## config.mk

```make
export PLATFORM = sky130hd
export DESIGN_NAME = spi_clk_cs_gen
export DESIGN_NICKNAME = d
export VERILOG_FILES = /design/src/rtl/spi_tmg_pkg.sv /design/src/rtl/spi_tmg_shadow.sv /design/src/rtl/spi_tmg_cs_sel.sv /design/src/rtl/spi_tmg_gap_ctr.sv /design/src/rtl/spi_clk_cs_gen.sv
export SDC_FILE = /design/constraint.sdc
export NUM_CORES = 1
export LEC_CHECK = 0
export CAP_MARGIN = 20
export CORE_UTILIZATION = 35
export CTS_CLUSTER_SIZE = 20
export DETAILED_ROUTE_END_ITERATION = 8
export DONT_BUFFER_PORTS = 1
export SYNTH_ARGS = -nofsm -noshare
export SYNTH_HDL_FRONTEND = slang
export SYNTH_SLANG_ARGS = --single-unit
```

## constraint.sdc

```tcl
create_clock -name clk -period 6.2 [get_ports clk]
set_input_delay 1.24 -clock clk [delete_from_list [all_inputs] [get_ports clk]]
set_output_delay 1.24 -clock clk [all_outputs]
set_load 0.03 [all_outputs]
```

## src/rtl/spi_tmg_pkg.sv

```systemverilog
package spi_tmg_pkg;
  typedef enum logic [1:0] {
    ST_IDLE  = 2'd0,
    ST_SETUP = 2'd1,
    ST_RUN   = 2'd2,
    ST_HOLD  = 2'd3
  } tmg_state_e;

  // slot index of each gap inside the gap word
  localparam int GAP_SETUP = 0;
  localparam int GAP_HOLD  = 1;
  localparam int GAP_D2D   = 2;
  localparam int GAP_DESEL = 3;
  localparam int GAP_SLOTS = 4;

  // built-in margins added on top of programmed counts
  localparam int HOLD_EXTRA  = 2;  // loaded value; output adds one more edge
  localparam int NUM_TIMERS  = 2;  // deselect and device-change timers
  localparam int TMR_DESEL   = 0;
  localparam int TMR_D2D     = 1;
endpackage

```

## src/rtl/spi_tmg_shadow.sv

```systemverilog
module spi_tmg_shadow #(
  parameter int NCS   = 4,
  parameter int DIV_W = 4,
  parameter int DLY_W = 8,
  localparam int GW   = spi_tmg_pkg::GAP_SLOTS * DLY_W
) (
  input  logic             clk,
  input  logic             rst_n,
  input  logic             load,
  input  logic             cpol_in,
  input  logic             cpha_in,
  input  logic [DIV_W-1:0] div_in,
  input  logic [NCS-1:0]   code_in,
  input  logic             dec_in,
  input  logic [GW-1:0]    gaps_in,
  output logic             cpol_q,
  output logic             cpha_q,
  output logic [DIV_W-1:0] div_q,
  output logic [NCS-1:0]   code_q,
  output logic             dec_q,
  output logic [GW-1:0]    gaps_q
);
  always_ff @(posedge clk or negedge rst_n) begin
    if (!rst_n) begin
      cpol_q <= 1'b0;
      cpha_q <= 1'b0;
      div_q  <= '0;
      code_q <= '1;
      dec_q  <= 1'b0;
      gaps_q <= '0;
    end else if (load) begin
      cpol_q <= cpol_in;
      cpha_q <= cpha_in;
      div_q  <= div_in;
      code_q <= code_in;
      dec_q  <= dec_in;
      gaps_q <= gaps_in;
    end
  end
endmodule

```

## src/rtl/spi_tmg_cs_sel.sv

```systemverilog
module spi_tmg_cs_sel #(
  parameter int NCS = 4,
  localparam int ZW = $clog2(NCS + 1)
) (
  input  logic [NCS-1:0] code,
  input  logic           dec,
  output logic [NCS-1:0] pattern
);
  logic [ZW-1:0] zeros;

  always_comb begin
    zeros = '0;
    for (int i = 0; i < NCS; i++) begin
      zeros = zeros + ZW'(~code[i]);
    end
    if (dec) begin
      pattern = code;
    end else if (zeros == ZW'(1)) begin
      pattern = code;
    end else begin
      pattern = '1;
    end
  end
endmodule

```

## src/rtl/spi_tmg_gap_ctr.sv

```systemverilog
module spi_tmg_gap_ctr #(
  parameter int W = 10
) (
  input  logic         clk,
  input  logic         rst_n,
  input  logic         load,
  input  logic [W-1:0] val,
  output logic         done
);
  logic [W-1:0] cnt;

  always_ff @(posedge clk or negedge rst_n) begin
    if (!rst_n) begin
      cnt <= '0;
    end else if (load) begin
      cnt <= val;
    end else if (cnt != '0) begin
      cnt <= cnt - W'(1);
    end
  end

  assign done = (cnt == '0);
endmodule

```

## src/rtl/spi_clk_cs_gen.sv

```systemverilog
module spi_clk_cs_gen #(
  parameter int NCS   = 4,
  parameter int DIV_W = 4,
  parameter int DLY_W = 8
) (
  input  logic                 clk,
  input  logic                 rst_n,
  input  logic                 en_i,
  input  logic                 cpol_i,
  input  logic                 cpha_i,
  input  logic [DIV_W-1:0]     div_i,
  input  logic [NCS-1:0]       cs_code_i,
  input  logic                 decode_i,
  input  logic [4*DLY_W-1:0]   gaps_i,
  input  logic                 xfer_req_i,
  output logic                 sclk_o,
  output logic [NCS-1:0]       cs_n_o,
  output logic                 sample_o,
  output logic                 shift_o,
  output logic                 idle_o
);
  import spi_tmg_pkg::*;

  localparam int GW     = GAP_SLOTS * DLY_W;
  localparam int BASE_W = (DLY_W > DIV_W + 1) ? DLY_W : DIV_W + 1;
  localparam int CNT_W  = BASE_W + 2;

  logic             sh_cpol, sh_cpha, sh_dec;
  logic [DIV_W-1:0] sh_div;
  logic [NCS-1:0]   sh_code;
  logic [GW-1:0]    sh_gaps;

  tmg_state_e       state;
  logic [CNT_W-1:0] cnt;
  logic             sclk_q, lead_q, trail_q;
  logic [NCS-1:0]   cs_q, last_sel, pat;

  logic [CNT_W-1:0] half_m1, period, setup_ld, hold_ld;
  logic [CNT_W-1:0] tmr_val [NUM_TIMERS];
  logic             tmr_done [NUM_TIMERS];
  logic             load_shadow, start, same_dev, desel_now;

  assign load_shadow = !en_i && (state == ST_IDLE);

  spi_tmg_shadow #(.NCS(NCS), .DIV_W(DIV_W), .DLY_W(DLY_W)) u_shadow (
    .clk     (clk),
    .rst_n   (rst_n),
    .load    (load_shadow),
    .cpol_in (cpol_i),
    .cpha_in (cpha_i),
    .div_in  (div_i),
    .code_in (cs_code_i),
    .dec_in  (decode_i),
    .gaps_in (gaps_i),
    .cpol_q  (sh_cpol),
    .cpha_q  (sh_cpha),
    .div_q   (sh_div),
    .code_q  (sh_code),
    .dec_q   (sh_dec),
    .gaps_q  (sh_gaps)
  );

  spi_tmg_cs_sel #(.NCS(NCS)) u_sel (
    .code    (sh_code),
    .dec     (sh_dec),
    .pattern (pat)
  );

  // derived counts from the frozen configuration
  assign half_m1  = CNT_W'(sh_div);
  assign period   = CNT_W'({sh_div, 1'b0}) + CNT_W'(2);
  assign setup_ld = CNT_W'(sh_gaps[GAP_SETUP*DLY_W +: DLY_W]);
  assign hold_ld  = CNT_W'(sh_gaps[GAP_HOLD*DLY_W +: DLY_W]) + period + CNT_W'(HOLD_EXTRA);
  assign tmr_val[TMR_DESEL] = CNT_W'(sh_gaps[GAP_DESEL*DLY_W +: DLY_W]) + period;
  assign tmr_val[TMR_D2D]   = CNT_W'(sh_gaps[GAP_D2D*DLY_W +: DLY_W]);

  assign desel_now = (state == ST_HOLD) && (cnt == '0);

  for (genvar g = 0; g < NUM_TIMERS; g++) begin : g_tmr
    spi_tmg_gap_ctr #(.W(CNT_W)) u_tmr (
      .clk   (clk),
      .rst_n (rst_n),
      .load  (desel_now),
      .val   (tmr_val[g]),
      .done  (tmr_done[g])
    );
  end

  assign same_dev = (pat == last_sel);
  assign start    = (state == ST_IDLE) && en_i && xfer_req_i &&
                    tmr_done[TMR_DESEL] && (same_dev || tmr_done[TMR_D2D]);

  always_ff @(posedge clk or negedge rst_n) begin
    if (!rst_n) begin
      state    <= ST_IDLE;
      cnt      <= '0;
      sclk_q   <= 1'b0;
      cs_q     <= '1;
      last_sel <= '1;
      lead_q   <= 1'b0;
      trail_q  <= 1'b0;
    end else begin
      lead_q  <= 1'b0;
      trail_q <= 1'b0;
      unique case (state)
        ST_IDLE: begin
          sclk_q <= sh_cpol;
          if (start) begin
            cs_q     <= pat;
            last_sel <= pat;
            cnt      <= setup_ld;
            state    <= ST_SETUP;
          end
        end
        ST_SETUP: begin
          if (cnt == '0) begin
            sclk_q <= ~sclk_q;
            lead_q <= 1'b1;
            cnt    <= half_m1;
            state  <= ST_RUN;
          end else begin
            cnt <= cnt - CNT_W'(1);
          end
        end
        ST_RUN: begin
          if (cnt != '0) begin
            cnt <= cnt - CNT_W'(1);
          end else if (sclk_q != sh_cpol) begin
            sclk_q  <= ~sclk_q;
            trail_q <= 1'b1;
            if (xfer_req_i) begin
              cnt <= half_m1;
            end else begin
              cnt   <= hold_ld;
              state <= ST_HOLD;
            end
          end else begin
            sclk_q <= ~sclk_q;
            lead_q <= 1'b1;
            cnt    <= half_m1;
          end
        end
        ST_HOLD: begin
          if (cnt == '0) begin
            cs_q  <= '1;
            state <= ST_IDLE;
          end else begin
            cnt <= cnt - CNT_W'(1);
          end
        end
        default: state <= ST_IDLE;
      endcase
    end
  end

  assign sclk_o   = sclk_q;
  assign cs_n_o   = cs_q;
  assign sample_o = sh_cpha ? trail_q : lead_q;
  assign shift_o  = sh_cpha ? lead_q : trail_q;
  assign idle_o   = (state == ST_IDLE) && tmr_done[TMR_DESEL] && tmr_done[TMR_D2D];
endmodule

```

==> run summary, run 1 <==
The core utilization of the finished layout is 0.402, and the clock-pin slew of the registers on the worst-case setup and hold paths is 0.06 ns. The tools report the number of global-route vias before repair as 3425. The library cell with the largest summed area after synthesis was sky130_fd_sc_hd__dfrtp_1. Dividing the synthesized area by the synthesized cell count gives 10.6 µm².

The class of the tightest hold or removal check is flop to flop. The startpoint of the most critical hold path was u_shadow.gaps_q[23]. The tools report the setup TNS as 0 ns. Gates resized during post-CTS repair numbered 0. Traced cell by cell, the critical path runs through inv_1 > ha_1 > nor3b_2 > nand2_2 > nor4_4 > and3_1. The number of storage elements in the synthesis netlist came out at 86. Clock latency on the worst-skew pair, taken at its later pin, is 0.35 ns. The number of buffers and inverters on the critical path was 1; the transition time of the tightest slew-check pin was 0.691 ns. The worst setup path is captured at a primary output.

The critical path is of the flop to primary output type. The dominant synthesized flop cell is sky130_fd_sc_hd__dfrtp_1. Clock tree synthesis found a total of 86 sinks. The number of hold buffers added after CTS was 0. After technology mapping, the gate count stands at 463. The worst slew slack as a fraction of its limit was 0.540.

In this run the cell area measured after placement is 5080 µm². In the routed layout, each cell is associated on average with a via count of 5.26. The number of remaining DRC errors is 0, and the leakage dissipation is 2.28 nW.

The tools report the beginning of the critical path as g_tmr[0].u_tmr.cnt[0]. The synthesized netlist net count is 539. Pin placement for this block handled 55 I/O pins.

The tools report the register-to-register path setup slack as 2.83 ns. Max-cap violations in this run came to 0. The post-placement worst setup slack was 2.89 ns; the placeable core region was 13500 µm².

The tools report the wire length of the first global-routing pass as 17600 µm. The share of the synthesized area in the top cell type was 0.377; the initial antenna violation count was 0. The largest vdd supply drop was 0.214 mV. TritonCTS built the clock tree. No sink is reached through more buffers than the 2 on the longest clock path.

For this design the ratio of total power to cell area is 600 nW/µm². STA classifies the critical path startpoint as a flop. At the worst endpoint, the required time is 4.96 ns. The fraction of synthesis flops using an asynchronous set or reset pin was 1.00; the setup slack of the critical path after layout was 2.64 ns. The total standard cell area after synthesis came out at 4910 µm².

In this run the vertical extent of the chip is 121 µm. The run gives 217 as the DRC violation total after the first TritonRoute iteration. The flow ran to the end, and the final reports show no timing, DRC or antenna violations.

The chip width is 121 µm. The cell sitting at the root of the clock tree is a sky130_fd_sc_hd__clkbuf_16. Sequential fraction of the synthesis area: 0.441.

Cell class contributing the biggest share of worst-path delay: simple AND/OR/NAND/NOR gates. In this design, the stage delay of the slowest critical-path cell is 0.46 ns. The logs give 0.474 ns for the final-layout worst hold slack and 0.00802 ns for the final clock skew. After detailed routing, the average wire length per cell comes to 16.6 µm. Final hold violation count: 0. The placer congestion estimate came out at 0.892.

The minimum clock period works out to 3.56 ns. The tools report the number of setup violations in the final report as 0. In the final design database the tool counted 536 nets. For the total global routing track utilization, the log shows 0.158. The run gives 87 as the maximum number of pins on one net before global-route repair. The half-perimeter wire length of the detailed placement result is 7730 µm. The final period utilization was 0.575.

By area the synthesized netlist is led by sky130_fd_sc_hd__dfrtp_1, sky130_fd_sc_hd__mux2_2, sky130_fd_sc_hd__ha_1. Among all stages on the critical path, the largest delay is contributed by sky130_fd_sc_hd__nor4_4. The worst reg2reg path startpoint is u_shadow.code_q[0]. In this run the number of H-tree levels came out at 3. The number of flops mapped to enable cells by yosys is 0, and the fraction of layout instances using a drive strength above 1 is 0.204. For the number of library cell types mapped by synthesis, the log shows 58. Setup repair after global routing left no endpoint under its margin. Initial core utilization: 0.365.

The detailed-route via count was 3370. 0 antenna diodes ended up in the layout. The clock buffer count from CTS is 9. Derived from the worst setup path, the maximum achievable clock frequency is 281 MHz.

The logs give 0 for the number of max-slew violations in the final report and 14500 µm² for the total die area. Summed over all layers, the routed wires come to 10600 µm. For this run, the number of Yosys warnings is 0. Post-CTS timing repair inserted 0 buffers for setup. The number of search-and-repair iterations in the first detailed-routing pass is 4, and the number of rows created at floorplan is 42.

After routing the design area is 5410 µm². The total overflow left after global routing is 0. The area growth from synthesis to layout is 10.1%.

For the worst setup path, the data arrival time is 2.32 ns. The largest driver fanout on the critical path was 10. The count of buffers inserted at the top-level ports was 0. In this run the remaining antenna-violating nets after routing total 0.
==> where the power goes <==
part / switching [mW] / internal (mW) / leakage, nW
Combinational: 0.839 / 0.787 / 1.11
Sequential: 0.247 / 0.826 / 1.03
Clock: 0.235 / 0.314 / 0.144
Total: 1.32 / 1.93 / 2.28
==> cell usage in the layout (no fill, tap or decap), drive strengths merged, types with 4 or more instances in the layout <==
master	instances
a21o	4
a21oi	25
and3	6
clkbuf	9
dfrtp	74
dfstp	12
ha	26
inv	25
mux2	51
mux2i	4
nand2	30
nand2b	6
nand3	5
nor2	27
nor2b	8
nor3	18
nor3b	5
nor4	5
o21ai	39
o21bai	5
o22a	4
o31ai	8
or3	6
xnor2	20
xor2	6
==> sequential cells by signal, summed over array words and instances, names as in the netlist, 2 cells and up <==
| register | count |
|---|---|
| state | 2 |
| u_shadow.div_q | 4 |
| u_shadow.gaps_q | 32 |
| g_tmr.u_tmr.cnt | 20 |
| cnt | 10 |
| last_sel | 4 |
| u_shadow.code_q | 4 |
| cs_n_o | 4 |
==> layer usage <==
layer,GRT usage,vias to the layer above,share of wire
li1,-,1640,-
met1,0.200,1635,0.46
met2,0.247,75,0.47
met3,0.0533,20,0.050
met4,0.0671,0,0.022
met5,0,-,0
==> logic make-up after synthesis <==
kind of cell	count (synthesis)	share of synthesized area
fa+ha+maj	29	0.0784
simple gates	125	0.143
mux	55	0.128
flops	86	0.441
buf+inv	40	0.0326
compound gates	102	0.130
xor+xnor	26	0.0463
==> cells in the mapped netlist (all sizes together) (12+ instances only) <==
library cell   n
dfrtp         74
mux2          51
o21ai         39
nand2         30
nor2          27
ha            26
a21oi         25
inv           23
xnor2         20
nor3          18
clkbuf        14
dfstp         12
==> per-stage QoR <==
step           std cells  power (mW)
2_1_floorplan        463        2.34
3_3_place_gp         624        2.64
3_5_place_dp         624        2.70
4_1_cts              640        3.27
5_1_grt              641        3.54
6_report             641        3.25
==> worst reg2reg max path, cell delays in order (launching register included) <==
cell	delay [ns]
sky130_fd_sc_hd__dfstp_2	0.40
sky130_fd_sc_hd__fa_1	0.53
sky130_fd_sc_hd__inv_1	0.04
sky130_fd_sc_hd__ha_1	0.17
sky130_fd_sc_hd__ha_1	0.28
sky130_fd_sc_hd__nor3b_2	0.33
sky130_fd_sc_hd__o21ai_0	0.19
sky130_fd_sc_hd__xnor2_1	0.18
sky130_fd_sc_hd__a41o_2	0.28
sky130_fd_sc_hd__a21oi_4	0.24
sky130_fd_sc_hd__nand2b_4	0.27
sky130_fd_sc_hd__mux2_4	0.32
==> path summary, 6_finish.rpt <==
kind,to,depth (start not counted)
min in group asynchronous,u_shadow.gaps_q[5],0
min reg2reg,g_tmr[1].u_tmr.cnt[7],2
max,idle_o,6
max in group asynchronous,last_sel[3],0
max reg2reg,cnt[0],11
min,g_tmr[1].u_tmr.cnt[7],2
==> layout make-up <==
class	instances	area [µm²]
tap	176	220
timing repair buffer	3	42.5
clock inverter	7	72.6
sequential	86	2170
inverter	23	86.3
fill	1330	8040
multi-input combinational	337	2590
clock buffer	9	225
(Power assumes the default switching activity.)
==> run 2, diff against run 1 <==
- clock period: 6.2 -> 3.3 ns (I/O delays scaled with it)
==> run 2 against run 1 <==
First-iteration DRC count up 25%. Power up 94%. Cell area up 3.3%.
==> run summary, run 2 (synthesis gave the netlist of run 1 again) <==
The run gives 7760 µm (+0.32%) as the half-perimeter wire length of the detailed placement result. Number of search-and-repair iterations in the first detailed-routing pass: 4 (unchanged). For the maximum root-to-sink buffer count, the log shows 2 (unchanged). The run gives 0 ns (unchanged) as the setup TNS. Max-cap check violation count: 0 (unchanged).

The total die area was 14500 µm² (unchanged). For the total congestion overflow, the log shows 0 (unchanged). The placeable core region is 13500 µm² (unchanged), and the setup slack of the critical path after layout is 0.106 ns (-2.53 ns). The largest vdd supply drop came out at 0.432 mV (+100%). The cell count of the worst reg-to-reg path was 11 (unchanged); the antenna cell count was 0 (unchanged). The mean routed wirelength per cell is 17.3 µm (+4.1%).

TritonCTS built the clock tree. The worst reg2reg path startpoint is u_shadow.code_q[3]. In this run the critical register-to-register path is captured at cnt[0].

The number of max-slew violations in the final report is 0 (unchanged). The logs give 0 (unchanged) for the initial antenna violation count and 2.36 nW (+3.5%) for the leakage dissipation. The detailed-route via count came out at 3453 (+2.5%).

The signal on the critical path passes through fa_1 > inv_1 > ha_1 > ha_4 > nor3b_4 > o21bai_2 > xnor2_1 > a41o_2 > a21oi_4 > nand2b_4 > mux2_4. Beginning of the critical path: u_shadow.code_q[3]. Worst setup path endpoint: cnt[0].

The final clock skew was 0.00842 ns (+0.000403 ns). Number of global-route vias before repair: 3535 (+3.2%). The setup path with the least slack is of type flop to flop. STA classifies the critical path endpoint as a flop. The final hold violation count is 0 (unchanged), and the instance count on the critical path is 11 (+5). The run gives 5590 µm² (+3.3%) as the final instance area.

The run finished with clean final reports. The vertical die dimension came out at 121 µm (unchanged). The later-pin clock latency in the skew report was 0.35 ns (about the same). Leaving out fill and tap cells, the most frequent cells in the layout are sky130_fd_sc_hd__dfrtp_1, sky130_fd_sc_hd__mux2_2, sky130_fd_sc_hd__o21ai_0.

The run gives 5120 µm² (+0.69%) as the instance area after placement. The level count of the clock H-tree came out at 3 (unchanged). The largest registers in the layout are u_shadow.gaps_q (32), g_tmr.u_tmr.cnt (20), cnt (10).

The standard cell with the maximum stage delay on the critical path is sky130_fd_sc_hd__dfstp_2. The post-detailed-route via-to-cell ratio was 5.26 (+0.12%); the post-detailed-routing wire length was 11300 µm (+6.5%). The fraction of layout instances using a drive strength above 1 was 0.225 (+0.0207).

The run gives 3.42 ns (+1.10 ns) as the critical path arrival. Largest driver fanout on the critical path: 6 (-4). The run gives 0.163 (+0.00459) as the total global routing track utilization.

The tightest min-delay check is of the primary input to async pin type. Count of antenna-violating nets left after detailed routing: 0 (unchanged). The tree is rooted in a sky130_fd_sc_hd__clkbuf_16.

The tools report the layout net count as 551 (+2.8%). The kind of cell with the highest combined delay along the critical path is adder cells. The fraction of power spent switching nets was 0.401 (-0.00563).

The placer congestion estimate is 0.926 (+3.8%). Register containing the most flip-flops in the final layout: u_shadow.gaps_q. The signed area change from the synthesized netlist to the final layout came out at 13.7%. The clock buffer count from CTS came out at 9 (unchanged).

The clock-pin slew of the registers on the worst-case setup and hold paths came out at 0.06 ns (about the same). The logs give 0.516 (+0.015) for the part of the total power dissipated in combinational logic and 0.000585 ns (-2.88 ns) for the post-placement worst setup slack. The wire length of the first global-routing pass was 18000 µm (+2.4%); the stage delay of the slowest cell on the critical path was 0.56 ns (+0.10 ns). The worst slew slack as a fraction of its limit was 0.583 (+0.0429); the data required time at the worst endpoint was 3.53 ns (-1.43 ns).

The logs give 55 (unchanged) for the count of boundary I/O pins and 0 (unchanged) for the number of remaining DRC errors. The logs give 1291 (-2.9%) for the total of fill cells in the finished design and 0.164 (-0.005) for the clock network fraction of total power. The library cell used most frequently in the layout, excluding fill and tap cells, is sky130_fd_sc_hd__dfrtp_1. Minimum clock period: 3.19 ns. The count of buffers inserted at the top-level ports came out at 0 (unchanged). The type of element launching the critical path was a flop.

The number of buffers and inverters on the critical path is 1 (unchanged), and the register-to-register path setup slack is 0.11 ns (-2.72 ns). The fraction of power consumed by sequential logic came out at 0.320 (-0.010). The logs give 0 (unchanged) for the number of setup violations in the final report and 42 (unchanged) for the number of rows created at floorplan. The clock sink count was 86 (unchanged). The DRC violation total after the first TritonRoute iteration is 272 (+25%), and the transition time of the tightest slew-check pin is 0.624 ns (-0.0664 ns). Setup repair after global routing left no endpoint under its margin. The final period utilization came out at 0.968. The total internal power came out at 3.78 mW (+96%). The power density normalized to cell area came out at 1130 nW/µm² (+88%).

Initial core utilization: 0.365 (unchanged). The flip-flop count of the largest register after layout works out to 32 (unchanged). The net switching power is 2.53 mW (+92%), and the maximum number of pins on one net before global-route repair is 50 (-43%). The chip width works out to 121 µm (unchanged). Derived from the worst setup path, the maximum achievable clock frequency is 313 MHz.
==> run 2: cell count changes in the layout (fill, tap and decap cells not counted), moves of 2 or more <==
cell and delta:
sky130_fd_sc_hd__inv_6 -2, sky130_fd_sc_hd__o21bai_1 -2, sky130_fd_sc_hd__clkbuf_1 +2, sky130_fd_sc_hd__o21bai_2 +2, sky130_fd_sc_hd__dlygate4sd3_1 +7, sky130_fd_sc_hd__buf_12 +2
sky130_fd_sc_hd__buf_4 +7, sky130_fd_sc_hd__clkbuf_8 +2
==> run 2: area by class of cell <==
class,instances,area (µm²),share of cell area
Clock buffer,13,260,0.0466
Clock inverter,3,42.5,0.00761
Inverter,23,86.3,0.0155
Multi-Input combinational cell,337,2630,0.471
Sequential cell,86,2170,0.388
Tap cell,176,220,0.0394
Timing Repair Buffer,18,178,0.0318
==> run 2: worst min path at each step <==
stage	to	slack, ns	cells after the start
after global routing	last_sel[1]	0.14	0
after detailed placement	u_shadow.gaps_q[5]	0.37	0
after floorplan	cnt[0]	0.36	0
final	cnt[5]	0.15	1
after CTS	u_shadow.gaps_q[0]	0.0002	0
after global placement	u_shadow.gaps_q[5]	0.37	0
==> run 2: metrics by stage <==
stage | power (mW) | utilization | hold WS, ns | cells
after floorplan | 4.39 | - | 0.364 | 463
after global placement | 4.98 | 0.380 | 0.369 | 627
after detailed placement | 5.08 | 0.380 | 0.368 | 627
after CTS | 6.23 | 0.407 | 0.000237 | 647
after global routing | 6.87 | 0.415 | 0.142 | 656
final | 6.31 | 0.415 | 0.150 | 656
==> run 2: routing by layer <==
metal / routed length, µm / up-vias / part of all wire / global-route usage
met5: 0 / - / 0 / 0
met4: 311 / 0 / 0.027 / 0.0833
met3: 604 / 20 / 0.053 / 0.0453
met2: 5420 / 79 / 0.48 / 0.262
met1: 5000 / 1687 / 0.44 / 0.200
li1: - / 1667 / - / -
==> run 2: power groups by stage <==
stage,clock (mW),sequential (mW),combinational (mW)
CTS,1.07,2.02,3.15
finish,1.04,2.02,3.26
global route,1.11,2.08,3.67
global placement,0,2.01,2.97
detailed placement,0,2.03,3.06
floorplan,0,1.89,2.51
==> run 2: repair_timing <==
item | in CTS | in global routing
hold endpoints to repair | 32 | 11
pin swaps | 0 | 5
endpoints found under the setup margin | 4 | 9
hold buffers | 3 | 5
gates resized for setup | 1 | 7
buffers inserted | 1 | 4
